$ cat src/rtl/ras_pkg.sv
package ras_pkg;

    typedef enum logic [1:0] {
        OCC_EMPTY   = 2'd0,
        OCC_PARTIAL = 2'd1,
        OCC_FULL    = 2'd2
    } occ_state_t;

endpackage

$ cat src/rtl/ras_ring.sv
module ras_ring #(
    parameter int DEPTH = 6,
    parameter int PC_W  = 12
) (
    input  logic            clk,
    input  logic            rst_n,
    input  logic            do_push,
    input  logic            do_pop,
    input  logic            has_data,
    input  logic [PC_W-1:0] wr_pc,
    output logic [PC_W-1:0] top_pc
);
    localparam int PTR_W = (DEPTH > 1) ? $clog2(DEPTH) : 1;
    localparam logic [PTR_W-1:0] LAST = PTR_W'(DEPTH - 1);

    logic [PC_W-1:0]  slot_q [DEPTH];
    logic [PTR_W-1:0] head_q;
    logic [PTR_W-1:0] peek_idx;
    logic [PTR_W-1:0] base_idx;
    logic [PTR_W-1:0] base_inc;

    // Index of the newest entry: one below the write head, wrapping round.
    always_comb begin
        peek_idx = (head_q == '0) ? LAST : head_q - PTR_W'(1);
        // A pop is applied first, then the push writes at the resulting head.
        base_idx = (do_pop && has_data) ? peek_idx : head_q;
        base_inc = (base_idx == LAST) ? '0 : base_idx + PTR_W'(1);
    end

    always_ff @(posedge clk or negedge rst_n) begin
        if (!rst_n) begin
            head_q <= '0;
        end else if (do_push) begin
            head_q <= base_inc;
        end else begin
            head_q <= base_idx;
        end
    end

    // On a full ring the head points at the oldest entry, so a push overwrites it.
    for (genvar g = 0; g < DEPTH; g++) begin : g_slot
        always_ff @(posedge clk or negedge rst_n) begin
            if (!rst_n) begin
                slot_q[g] <= '0;
            end else if (do_push && base_idx == PTR_W'(g)) begin
                slot_q[g] <= wr_pc;
            end
        end
    end

    assign top_pc = has_data ? slot_q[peek_idx] : '0;

endmodule

$ cat src/rtl/ras_occupancy.sv
module ras_occupancy
    import ras_pkg::*;
#(
    parameter int DEPTH = 6
) (
    input  logic clk,
    input  logic rst_n,
    input  logic do_push,
    input  logic do_pop,
    output logic is_full,
    output logic is_empty
);
    localparam int CNT_W = $clog2(DEPTH + 1);
    localparam logic [CNT_W-1:0] CAP = CNT_W'(DEPTH);

    occ_state_t       state_q, state_nx;
    logic [CNT_W-1:0] cnt_q, cnt_nx, cnt_mid;
    logic             popped;

    always_comb begin
        popped  = do_pop && (state_q != OCC_EMPTY);
        cnt_mid = cnt_q - CNT_W'(popped);
        cnt_nx  = (do_push && cnt_mid != CAP) ? cnt_mid + CNT_W'(1) : cnt_mid;
        state_nx = state_q;
        unique case (state_q)
            OCC_EMPTY: begin
                if (do_push) begin
                    state_nx = (cnt_nx == CAP) ? OCC_FULL : OCC_PARTIAL;
                end
            end
            OCC_PARTIAL: begin
                if (cnt_nx == '0) begin
                    state_nx = OCC_EMPTY;
                end else if (cnt_nx == CAP) begin
                    state_nx = OCC_FULL;
                end
            end
            OCC_FULL: begin
                if (popped && !do_push) begin
                    state_nx = (cnt_nx == '0) ? OCC_EMPTY : OCC_PARTIAL;
                end
            end
            default: state_nx = OCC_EMPTY;
        endcase
    end

    always_ff @(posedge clk or negedge rst_n) begin
        if (!rst_n) begin
            state_q <= OCC_EMPTY;
            cnt_q   <= '0;
        end else begin
            state_q <= state_nx;
            cnt_q   <= cnt_nx;
        end
    end

    always_comb begin
        is_full  = 1'b0;
        is_empty = 1'b0;
        unique case (state_q)
            OCC_EMPTY:   is_empty = 1'b1;
            OCC_PARTIAL: ;
            OCC_FULL:    is_full  = 1'b1;
            default:     is_empty = 1'b1;
        endcase
    end

endmodule

$ cat src/rtl/ras_guard.sv
module ras_guard (
    input  logic call_req,
    input  logic irq_req,
    input  logic irq_pend,
    input  logic is_full,
    output logic push_go,
    output logic ack_ok
);
    // Interrupt entry is refused while every level is occupied; calls always push.
    assign ack_ok  = irq_pend && !is_full;
    assign push_go = call_req || (irq_req && !is_full);
endmodule

$ cat src/rtl/ret_addr_stack.sv
module ret_addr_stack #(
    parameter int DEPTH = 6,
    parameter int PC_W  = 12
) (
    input  logic            clk,
    input  logic            rst_n,
    input  logic            call_push,
    input  logic            irq_enter,
    input  logic            ret_pop,
    input  logic [PC_W-1:0] cur_pc,
    input  logic            irq_pending,
    output logic            irq_ack_ok,
    output logic [PC_W-1:0] ret_pc,
    output logic            full,
    output logic            empty
);
    logic push_go;

    ras_guard u_guard (
        .call_req (call_push),
        .irq_req  (irq_enter),
        .irq_pend (irq_pending),
        .is_full  (full),
        .push_go  (push_go),
        .ack_ok   (irq_ack_ok)
    );

    ras_occupancy #(.DEPTH(DEPTH)) u_occ (
        .clk      (clk),
        .rst_n    (rst_n),
        .do_push  (push_go),
        .do_pop   (ret_pop),
        .is_full  (full),
        .is_empty (empty)
    );

    ras_ring #(.DEPTH(DEPTH), .PC_W(PC_W)) u_ring (
        .clk      (clk),
        .rst_n    (rst_n),
        .do_push  (push_go),
        .do_pop   (ret_pop),
        .has_data (!empty),
        .wr_pc    (cur_pc),
        .top_pc   (ret_pc)
    );

endmodule

$ cat config.mk
export PLATFORM = sky130hd
export DESIGN_NAME = ret_addr_stack
export DESIGN_NICKNAME = d
export VERILOG_FILES = /design/src/rtl/ras_pkg.sv /design/src/rtl/ras_ring.sv /design/src/rtl/ras_occupancy.sv /design/src/rtl/ras_guard.sv /design/src/rtl/ret_addr_stack.sv
export SDC_FILE = /design/constraint.sdc
export NUM_CORES = 1
export LEC_CHECK = 0
export ABC_AREA = 1
export CAP_MARGIN = 10
export CORE_MARGIN = 2
export CORE_UTILIZATION = 55
export CTS_CLUSTER_SIZE = 20
export DETAILED_ROUTE_END_ITERATION = 12
export DONT_BUFFER_PORTS = 1
export PLACE_DENSITY = 0.7
export SETUP_SLACK_MARGIN = 0.05
export SLEW_MARGIN = 40
export SYNTH_ARGS = -nofsm -noshare
export SYNTH_HDL_FRONTEND = slang
export SYNTH_SLANG_ARGS = --single-unit
export TNS_END_PERCENT = 20
$ cat constraint.sdc
create_clock -name clk -period 2.85 [get_ports clk]
set_clock_uncertainty 0.05 [all_clocks]
set_input_delay 0.4275 -clock clk [delete_from_list [all_inputs] [get_ports clk]]
set_output_delay 0.4275 -clock clk [all_outputs]
set_load 0.01 [all_outputs]
==> results.md, run 1 <==
* Status: finished clean
* Largest net degree at the start of global routing at 81
* Pwr Density at 1480 nW/um^2
* Placed cells at 584
* Sw Ratio at 0.466
* WP data required at 2370 ps
* Routability Congestion at 0.770
* Num CTS Buffers at 9
* # port buffers at 0
* Post-Syn Area at 4180 um^2
* Non-filler cells, final at 608
* Die span in x at 91.2 um
* Critical path class: flip-flop to output pin
* Filler cells at 668
* Mean post-synth cell area at 8.46 um^2
* DRC viols at 0
* CTS Buffer Depth at 2
* Antenna cells at 0
* Initial antenna violation count at 0
* Max transition margin at 0.625
* First-pass DRT Iterations at 4
* Unrepaired setup endpoints after global routing: true
* Max Cap Violations at 0
* Clock latency on the worst-skew pair at 350 ps
* Post-layout min period at 2710 ps
* Hold path cells at 2
* DIE AREA at 8310 um^2
* Row count at 31
* CP Launch Type: flip-flop
* Power, Total at 0.00684 W
* Final setup fails at 0
* Worst-path clk slew at 80 ps
* Initial Util at 0.573
* GR Util All Layers at 0.242
* Vias in the first global route at 3287
* Hold Path End: u_ring.slot_q[55]$_DFFE_PN0P_
* Sequential Power Share at 0.288
* R2R Path Start: u_occ.state_q[1]$_DFFE_PN0P_
* WP data arrival at 2230 ps
* Max-slew violations at 0
* Routed Antenna Nets at 0
* TritonCTS clock tree: built
* Critical Path Fanout Max at 7
* Seq cells post-synth at 80
* CP endpoint kind: output pin
* Final HPWL DP at 5880 um
* P_int at 0.00366 W
* Crit share post-route at 0.951
* Actual slew at the worst max-slew pin at 560 ps
* Routed vias at 3300
* Gr ovfl total at 0
* Max Clk Rate at 369 MHz
* Clock Sinks at 80
* Nets at 532
* Final hold vios at 0
* Clk pwr share at 0.132
* Pleak at 2.22 nW
* Starting DRT DRC Count at 294
* Synth-to-Final Area Change at 10.6%
* Peak VDD IR at 0.508 mV
* Hold Path Origin: cur_pc[7]
* Drt wl/cell at 15.7 um
* Hold Path Class: input pin to flip-flop
* CTS Root Cell: clkbuf_8
* First-pass GRT wire length at 16000 um
* Syn nets at 522
* H-Tree Depth at 3
* Total routed wirelength at 9550 um
* Fraction of layout cells with a size suffix above 1 at 0.196
* Core area at 7290 um^2
* Comb power frac at 0.580
* Seq/Total Area, Yosys at 0.479
* Net load switching power at 0.00319 W
* Ports at 33
* Register-to-Register Path Depth at 19
* Worst flop-to-flop path endpoint: u_occ.state_q[1]$_DFFE_PN0P_
* Post-synth cell types at 34
* Sum Neg Setup Slack at 0 ps
* Setup slack, reg-to-reg at 290 ps
* Synth warn at 0
* Vias per std cell at 5.43
* Die Y at 91.2 um
* Cells after Synth at 494
[worst max-delay path: stages, from the launching register on]
cell and delay [ps]:
dfrtp_1 390, nor2_1 80, ha_2 390, clkinvlp_4 190
buf_4 210, o31ai_2 230, nand2_1 80, a31oi_1 160
buf_4 150
[area by class of cell]
| cell class | count | area, um^2 | share of cell area |
|---|---|---|---|
| timing repair inverter | 1 | 8.76 | 0.00189 |
| inverter | 42 | 174 | 0.0376 |
| clock inverter | 5 | 81.3 | 0.0176 |
| sequential | 80 | 2000 | 0.433 |
| tap | 99 | 124 | 0.0268 |
| multi-input combinational | 345 | 1870 | 0.405 |
| timing repair buffer | 25 | 230 | 0.0498 |
| clock buffer | 11 | 131 | 0.0284 |
[registers in the layout, summed over array words and instances, names as in the netlist]
name and flops:
u_ring.head_q 3, u_occ.state_q 2, u_ring.slot_q 72, u_occ.cnt_q 3
[through the flow]
step / utilization / area, um^2 / hold WS (ps) / setup slack, ps
after floorplan: - / 4180 / 81.9 / 483
after global placement: 0.585 / 4270 / 83.8 / 267
after detailed placement: 0.585 / 4270 / 83.9 / 180
after CTS: 0.621 / 4530 / 272 / 85.8
after global routing: 0.634 / 4620 / 291 / 6.54
final: 0.634 / 4620 / 270 / 140
[cells in the final DEF, fill, tap and decap left out, drive strengths merged]
master       netlist  layout
ha                10      10
xor2               1       1
nor2              52      52
clkinvlp           0       2
clkinv             0       3
bufinv             0       2
nor3               1       1
o21ai             90      90
o31ai             11      11
nand4              1       1
o21a               1       1
a31oi             11      11
dfrtp             80      80
inv               42      41
nand3             10      10
or2               12      12
buf               19      24
nand2            129     129
dlygate4sd3        0       1
o211ai            13      13
nand3b             2       2
clkbuf             8      11
a21oi              1       1
[synth_stat cells]
library cell    n  area (um^2)
a21oi_1         1         5.00
a31oi_1        11         68.8
buf_1           1         3.75
buf_2           8         40.0
buf_4           4         30.0
buf_6           6         67.6
clkbuf_1        8         30.0
dfrtp_1        80         2000
ha_1           10          125
inv_1          35          131
inv_2           6         22.5
inv_6           1         8.76
nand2_1       116          435
nand2_2        12         75.1
nand2_4         1         11.3
nand3_1         8         40.0
nand3_2         1         10.0
nand3_4         1         17.5
nand3b_1        2         15.0
nand4_1         1         6.26
nor2_1         50          188
nor2_4          2         22.5
nor3_4          1         16.3
o211ai_1       13         97.6
o21a_4          1         15.0
o21ai_0        25          125
o21ai_1        51          255
o21ai_2        14          123
o31ai_1         6         45.0
o31ai_2         5         62.6
or2_0           5         31.3
or2_1           1         6.26
or2_2           6         37.5
xor2_1          1         8.76
[per-layer routing]
metal / vias to the layer above / wire length (um) / global-route usage
li1: 1635 / - / -
met3: 16 / 409 / 0.0349
met2: 71 / 4510 / 0.398
met5: - / 0 / 0
met4: 0 / 157 / 0.0909
met1: 1578 / 4460 / 0.328
[cells by family (layout without fill, tap and decap cells)]
logic type                 after synthesis  in the layout  synth area share
AOI/OAI and AO/OA                      127            127             0.191
buffers and inverters                   69             84            0.0799
and+or+nand+nor                        207            207             0.218
adders and majority gates               10             10            0.0299
xor gates and xnor gates                 1              1           0.00210
DFF                                     80             80             0.479
[power by group through the flow]
stage,clock network (W),logic (W),registers [W]
after floorplan,0,0.00291,0.00191
after global placement,0,0.00363,0.00196
after detailed placement,0,0.00371,0.00198
after CTS,0.000917,0.00380,0.00196
after global routing,0.000957,0.00447,0.00203
final,0.000900,0.00397,0.00197
[worst max-delay path by stage]
stage	start	end	cells past startpoint
after floorplan	u_occ.state_q[0]$_DFFE_PN0P_	u_occ.state_q[0]$_DFFE_PN0P_	19
after global placement	u_occ.state_q[0]$_DFFE_PN0P_	u_occ.state_q[1]$_DFFE_PN0P_	19
after detailed placement	u_occ.state_q[0]$_DFFE_PN0P_	u_occ.state_q[1]$_DFFE_PN0P_	19
after CTS	u_ring.head_q[0]$_DFF_PN0_	ret_pc[11]	7
after global routing	u_ring.head_q[0]$_DFF_PN0_	ret_pc[4]	9
final	u_ring.head_q[0]$_DFF_PN0_	ret_pc[10]	8
[what timing repair did]
item | 4_1_cts | 5_1_grt
pin swaps | 0 | 3
gates cloned | 0 | 1
endpoints found under the setup margin | 2 | 6
setup buffers | 0 | 5
hold endpoints to repair | 80 | 0
resized for setup | 4 | 14
hold buffers | 2 | 0
Power figures use the tool's default switching activity.
==> run 2: changes to the inputs <==
--- a/config.mk
+++ b/config.mk
@@ -9,6 +9,7 @@
 export CAP_MARGIN = 10
 export CORE_MARGIN = 2
 export CORE_UTILIZATION = 55
+export CTS_BUF_LIST = sky130_fd_sc_hd__clkbuf_2 sky130_fd_sc_hd__clkbuf_4 sky130_fd_sc_hd__clkbuf_8
 export CTS_CLUSTER_SIZE = 20
 export DETAILED_ROUTE_END_ITERATION = 12
 export DONT_BUFFER_PORTS = 1
==> run 2 against run 1 <==
Against the previous run:
- sequential share of layout area down 0.070 points
- non-clock buffer count stayed put
- via count about the same
- final cell count unchanged
- global-route usage stayed put
- utilization up 0.10 points
- hold slack about the same
- clock-buffer cell count is the same
- total power increased by 0.25%
- maximum frequency barely moved
- combinational power hardly changed
- flip-flop and latch count unchanged
==> results.md, run 2 (synthesis gave the netlist of run 1 again) <==
* # port buffers at 0 (unchanged)
* Synth-to-Final Area Change at 10.8% (was 10.6%)
* WP data required at 2370 ps (about the same)
* Placement Cell Area at 4270 um^2 (unchanged)
* Clock Sinks at 80 (unchanged)
* Sum Neg Setup Slack at 0 ps (unchanged)
* WP data arrival at 2230 ps (about the same)
* Critical path class: flip-flop to output pin (unchanged)
* TritonCTS clock tree: built (unchanged)
* Critical Path Fanout Max at 7 (unchanged)
* Status: finished clean (unchanged)
* Routability Congestion at 0.770 (unchanged)
* Largest net degree at the start of global routing at 81 (unchanged)
* Worst-path clk slew at 80 ps (about the same)
* CTS Buffer Depth at 2 (unchanged)
* Hold Path Class: input pin to flip-flop (unchanged)
* DRC viols at 0 (unchanged)
* Final HPWL DP at 5880 um (unchanged)
* Gr ovfl total at 0 (unchanged)
* Pleak at 2.22 nW (about the same)
* Antenna cells at 0 (unchanged)
* Starting DRT DRC Count at 293 (was 294)
* Final hold vios at 0 (unchanged)
* Num CTS Buffers at 9 (unchanged)
* CP endpoint kind: output pin (unchanged)
* Clock latency on the worst-skew pair at 350 ps (about the same)
* Crit share post-route at 0.951 (about the same)
* Actual slew at the worst max-slew pin at 560 ps (about the same)
* Drt wl/cell at 15.7 um (about the same)
* Final setup fails at 0 (unchanged)
* Core area at 7290 um^2 (unchanged)
* First-pass DRT Iterations at 5 (was 4)
* Power, Total at 0.00686 W (was 0.00684 W)
* Ports at 33 (unchanged)
* CP Launch Type: flip-flop (unchanged)
* DIE AREA at 8310 um^2 (unchanged)
* Commonest non-fill, non-tap cells in the layout: 115 x nand2_1, 80 x dfrtp_1, 51 x o21ai_1 (unchanged)
* Fraction of layout cells with a size suffix above 1 at 0.200 (was 0.196)
* Biggest regs: u_ring.slot_q (72), u_occ.cnt_q (3), u_ring.head_q (3) (unchanged)
* Largest Register: u_ring.slot_q (unchanged)
* CTS Root Cell: clkbuf_8 (unchanged)
* H-Tree Depth at 3 (unchanged)
* Max transition margin at 0.625 (about the same)
* Filler cells at 664 (was 668)
* Max reg flops at 72 (unchanged)
* Die Y at 91.2 um (unchanged)
* Nets at 532 (unchanged)
* Placed cells at 584 (unchanged)
* Total routed wirelength at 9530 um (was 9550 um)
* Die span in x at 91.2 um (unchanged)
* Max Clk Rate at 369 MHz (about the same)
* First-pass GRT wire length at 16000 um (unchanged)
* Routed vias at 3302 (was 3300)
* Initial antenna violation count at 0 (unchanged)
* Initial Util at 0.573 (unchanged)
* Vias per std cell at 5.43 (about the same)
* Final instance area at 4630 um^2 (was 4620 um^2)
* Pwr Density at 1480 nW/um^2 (about the same)
* Unrepaired setup endpoints after global routing: true (unchanged)
* GR Util All Layers at 0.242 (unchanged)
* Non-filler cells, final at 608 (unchanged)
* Post-layout min period at 2710 ps (about the same)
* Peak VDD IR at 0.508 mV (about the same)
* Routed Antenna Nets at 0 (unchanged)
* Max-slew violations at 0 (unchanged)
* Max Cap Violations at 0 (unchanged)
* Row count at 31 (unchanged)
* Final Core Density at 0.635 (was 0.634)
* Vias in the first global route at 3287 (unchanged)
* Commonest non-fill, non-tap cell in the layout: nand2_1 (unchanged)
run 2: cell types whose count changed in the layout (fill, tap and decap cells not counted):
cell | before | now
clkbuf_1 | 2 | 0
clkbuf_4 | 0 | 2
run 2: final cells by class:
class / instances / area (um^2) / area share
Clock buffer: 11 / 139 / 0.0300
Clock inverter: 5 / 81.3 / 0.0176
Inverter: 42 / 174 / 0.0376
Multi-Input combinational cell: 345 / 1870 / 0.404
Sequential cell: 80 / 2000 / 0.432
Tap cell: 99 / 124 / 0.0268
Timing Repair Buffer: 25 / 230 / 0.0497
Timing Repair inverter: 1 / 8.76 / 0.00189
run 2: worst paths after layout:
check	from	endpoint	slack (ps)	depth (start not counted)
setup / recovery	u_ring.head_q[0]$_DFF_PN0_	ret_pc[10]	140	8
hold / removal	cur_pc[7]	u_ring.slot_q[55]$_DFFE_PN0P_	270	2
setup reg to reg	u_occ.state_q[1]$_DFFE_PN0P_	u_occ.state_q[1]$_DFFE_PN0P_	290	19
hold reg to reg	u_ring.slot_q[27]$_DFFE_PN0P_	u_ring.slot_q[27]$_DFFE_PN0P_	440	2
max in group asynchronous	rst_n	u_ring.slot_q[6]$_DFFE_PN0P_	1850	2
min in group asynchronous	rst_n	u_ring.slot_q[44]$_DFFE_PN0P_	600	2
run 2: worst max-delay path, cell delays in order, from the launching register on:
cell        delay (ps)
dfrtp_1            390
nor2_1              80
ha_2               390
clkinvlp_4         190
buf_4              210
o31ai_2            230
nand2_1             80
a31oi_1            160
buf_4              150
run 2: where the power goes:
part / switching, W / internal (W)
registers: 0.000291 / 0.00168
logic: 0.00249 / 0.00148
clock network: 0.000405 / 0.000513
run 2: per-stage QoR:
| step | hold slack (ps) | setup slack [ps] |
|---|---|---|
| floorplan | 81.9 | 483 |
| global placement | 83.8 | 267 |
| detailed placement | 83.9 | 180 |
| CTS | 272 | 85.8 |
| global route | 291 | 6.54 |
| finish | 270 | 139 |
run 2: timing repair:
action,in CTS,in global routing
hold buffers,2,0
buffers inserted,0,5
cloned,0,1
gates resized for setup,4,14
hold endpoints to repair,80,0
pin swaps,0,3
setup endpoints to repair,2,6
run 2: per-layer routing:
metal	share of wire	routed length, um	global-route usage
met1	0.47	4460	0.328
met2	0.47	4510	0.398
met3	0.041	393	0.0349
met4	0.016	157	0.0909
met5	0	0	0
==> run 3: changes to the inputs <==
--- a/config.mk
+++ b/config.mk
@@ -5,8 +5,6 @@
 export SDC_FILE = /design/constraint.sdc
 export NUM_CORES = 1
 export LEC_CHECK = 0
-export ABC_AREA = 1
-export CAP_MARGIN = 10
 export CORE_MARGIN = 2
 export CORE_UTILIZATION = 55
 export CTS_BUF_LIST = sky130_fd_sc_hd__clkbuf_2 sky130_fd_sc_hd__clkbuf_4 sky130_fd_sc_hd__clkbuf_8
==> run 3 against run 2 <==
Against the previous run:
- die area fell by 1.3%
- area after synthesis fell by 1.3%
- maximum frequency rose by 0.36%
==> results.md, run 3 <==
* Hold Path Origin: cur_pc[11] (was cur_pc[7])
* Starting DRT DRC Count at 81 (was 293)
* Clock Sinks at 80 (unchanged)
* Routability Congestion at 0.800 (was 0.770)
* WP data required at 2370 ps (about the same)
* Top area cells in the synthesized netlist: dfrtp_1 49%, mux2_2 12%, mux4_2 6.6%, mux2_1 5.2%, mux2_4 3.6% (was dfrtp_1 48%, nand2_1 10%, o21ai_1 6.1%, nor2_1 4.5%, inv_1 3.1%)
* Largest net degree at the start of global routing at 81 (unchanged)
* Post-synth cell types at 44 (was 34)
* Max Cap Violations at 0 (unchanged)
* # port buffers at 0 (unchanged)
* Critical path class: flip-flop to output pin (unchanged)
* Num CTS Buffers at 9 (unchanged)
* Routed vias at 2538 (was 3302)
* Sequential Power Share at 0.304 (was 0.287)
* Routed Antenna Nets at 0 (unchanged)
* Net load switching power at 0.00243 W (was 0.00319 W)
* Post-synthesis async set-or-reset flop share at 1.00 (unchanged)
* TritonCTS clock tree: built (unchanged)
* Sum Neg Setup Slack at 0 ps (unchanged)
* Final hold vios at 0 (unchanged)
* Commonest non-fill, non-tap cells in the layout: 80 x dfrtp_1, 45 x mux2_2, 24 x nand2_1 (was 115 x nand2_1, 80 x dfrtp_1, 51 x o21ai_1)
* Max reg flops at 72 (unchanged)
* DRC viols at 0 (unchanged)
* Fraction of layout cells with a size suffix above 1 at 0.365 (was 0.200)
* Filler cells at 572 (was 664)
* Hold Path Class: input pin to flip-flop (unchanged)
* Die span in x at 90.6 um (was 91.2 um)
* Clock latency on the worst-skew pair at 350 ps (about the same)
* Nets at 365 (was 532)
* Synth warn at 0 (unchanged)
* Post-Syn Area at 4120 um^2 (was 4180 um^2)
* P_int at 0.00420 W (was 0.00368 W)
* R2R Path Start: u_occ.state_q[0]$_DFFE_PN0P_ (was u_occ.state_q[1]$_DFFE_PN0P_)
* Initial antenna violation count at 0 (unchanged)
* Vias in the first global route at 2608 (was 3287)
* Row count at 31 (unchanged)
* Antenna cells at 0 (unchanged)
* Unrepaired setup endpoints after global routing: true (unchanged)
* Peak VDD IR at 0.684 mV (was 0.508 mV)
* Hold Slack at 153 ps (was 270 ps)
* CTS Root Cell: clkbuf_8 (unchanged)
* CP Launch Type: flip-flop (unchanged)
* Actual slew at the worst max-slew pin at 662 ps (was 560 ps)
* Clk pwr share at 0.154 (was 0.134)
* Max Clk Rate at 370 MHz (was 369 MHz)
* Max-slew violations at 0 (unchanged)
* Commonest non-fill, non-tap cell in the layout: dfrtp_1 (was nand2_1)
* Biggest regs: u_ring.slot_q (72), u_occ.cnt_q (3), u_ring.head_q (3) (unchanged)
* Pwr Density at 1430 nW/um^2 (was 1480 nW/um^2)
* Biggest area consumer among synthesized cells: dfrtp_1 (unchanged)
* Top post-synthesis cells by count: 80 x dfrtp_1, 45 x mux2_2, 24 x nand2_1 (was 116 x nand2_1, 80 x dfrtp_1, 51 x o21ai_1)
* Gr ovfl total at 0 (unchanged)
* Synth top area share at 0.485 (was 0.479)
* Worst-path clk slew at 80 ps (about the same)
* Top-count cell post-synth: dfrtp_1 (was nand2_1)
* First-pass DRT Iterations at 4 (was 5)
* Pleak at 2.00 nW (was 2.22 nW)
* Total routed wirelength at 8120 um (was 9530 um)
* GR Util All Layers at 0.212 (was 0.242)
* Status: finished clean (unchanged)
* Cells after Synth at 321 (was 494)
* Initial Util at 0.569 (was 0.573)
* Most used DFF post-synth: dfrtp_1 (unchanged)
* WP data arrival at 2220 ps (was 2230 ps)
* Die Y at 90.6 um (was 91.2 um)
* Syn nets at 349 (was 522)
* Ports at 33 (unchanged)
* Synth-to-Final Area Change at 12.2% (was 10.8%)
* Largest Register: u_ring.slot_q (unchanged)
* CP endpoint kind: output pin (unchanged)
* Sw Ratio at 0.367 (was 0.464)
* Drt wl/cell at 18.4 um (was 15.7 um)
* First-pass GRT wire length at 13500 um (was 16000 um)
* Core area at 7250 um^2 (was 7290 um^2)
* Vias per std cell at 5.76 (was 5.43)
* Final HPWL DP at 5430 um (was 5880 um)
* Seq/Total Area, Yosys at 0.485 (was 0.479)
* H-Tree Depth at 3 (unchanged)
* Comb power frac at 0.542 (was 0.579)
* Critical Path Fanout Max at 14 (was 7)
* Max transition margin at 0.558 (was 0.625)
* CTS Buffer Depth at 2 (unchanged)
* CP Launch Point: u_ring.head_q[1]$_DFF_PN0_ (was u_ring.head_q[0]$_DFF_PN0_)
* Post-synth EDFFs at 0 (unchanged)
* Mean post-synth cell area at 12.8 um^2 (was 8.46 um^2)
* Post-layout min period at 2700 ps (was 2710 ps)
* DIE AREA at 8210 um^2 (was 8310 um^2)
* Crit share post-route at 0.948 (was 0.951)
* Final setup fails at 0 (unchanged)
* Seq cells post-synth at 80 (unchanged)
## run 3: cell types whose count changed after synthesis, moves of 12 or more
cell / before / now
nand2_1: 116 / 24
mux2_2: 0 / 45
o21ai_2: 14 / 0
o21ai_1: 51 / 2
nor2_1: 50 / 22
a21oi_1: 1 / 13
mux2_1: 0 / 19
inv_1: 35 / 11
mux4_2: 0 / 12
o21ai_0: 25 / 5
o211ai_1: 13 / 0
## run 3: cell families after synthesis
| family | count (synthesis) | synth area share |
|---|---|---|
| and+or+nand+nor | 67 | 0.0786 |
| muxes | 93 | 0.298 |
| buffers and inverters | 29 | 0.0367 |
| DFF | 80 | 0.485 |
| adders and majority gates | 10 | 0.0303 |
| AOI/OAI and AO/OA | 39 | 0.0631 |
| xor gates and xnor gates | 3 | 0.00819 |
## run 3: power by group through the flow
| stage | clock (W) | combinational, W | sequential [W] |
|---|---|---|---|
| 3_3_place_gp | 0 | 0.00339 | 0.00200 |
| 4_1_cts | 0.00104 | 0.00356 | 0.00201 |
| 5_1_grt | 0.00107 | 0.00392 | 0.00208 |
| 6_report | 0.00102 | 0.00359 | 0.00202 |
| 2_1_floorplan | 0 | 0.00284 | 0.00194 |
| 3_5_place_dp | 0 | 0.00348 | 0.00203 |
## run 3: worst paths after layout
path | slack, ps | cells past startpoint | endpoint
min reg2reg | 440 | 1 | u_ring.slot_q[22]$_DFFE_PN0P_
max in group asynchronous | 1860 | 2 | u_ring.slot_q[51]$_DFFE_PN0P_
max | 150 | 7 | ret_pc[7]
min | 150 | 1 | u_ring.slot_q[23]$_DFFE_PN0P_
min in group asynchronous | 590 | 2 | u_ring.slot_q[59]$_DFFE_PN0P_
max reg2reg | 170 | 13 | u_occ.state_q[0]$_DFFE_PN0P_
## run 3: metrics by stage
stage	setup slack [ps]	utilization	cells	total power (W)	area, um^2
floorplan	216	-	321	0.00478	4120
global placement	163	0.591	421	0.00539	4290
detailed placement	67.3	0.591	421	0.00552	4290
CTS	66.1	0.633	439	0.00661	4590
global route	28.1	0.638	441	0.00707	4630
finish	149	0.638	441	0.00663	4630
## run 3: area by class of cell
class / count / area [um^2] / area share
clock inverter: 5 / 104 / 0.0225
clock buffer: 11 / 145 / 0.0314
sequential: 80 / 2000 / 0.433
tap: 99 / 124 / 0.0268
timing repair buffer: 23 / 203 / 0.0438
inverter: 11 / 41.3 / 0.00893
multi-input combinational: 212 / 2010 / 0.434
## run 3: metal layers
layer | GRT usage | share of wire | vias to the layer above
met1 | 0.290 | 0.47 | 1304
li1 | - | - | 1171
met4 | 0.0782 | 0.019 | 0
met3 | 0.0434 | 0.037 | 15
met2 | 0.338 | 0.47 | 48
met5 | 0 | 0 | -
## run 3: repair_timing
action	in CTS	in global routing
cloned	0	0
setup buffers	0	2
endpoints found under the setup margin	1	11
hold buffers	2	0
gates resized for setup	2	6
endpoints found under the hold margin	80	0
## run 3: worst max-delay path, stage by stage, from the launching register on
cell and delay (ps):
dfrtp_1 390, nor2_1 60, ha_1 220, nor2b_2 160
buf_6 220, mux4_2 520, a22oi_1 200, nor2_1 100
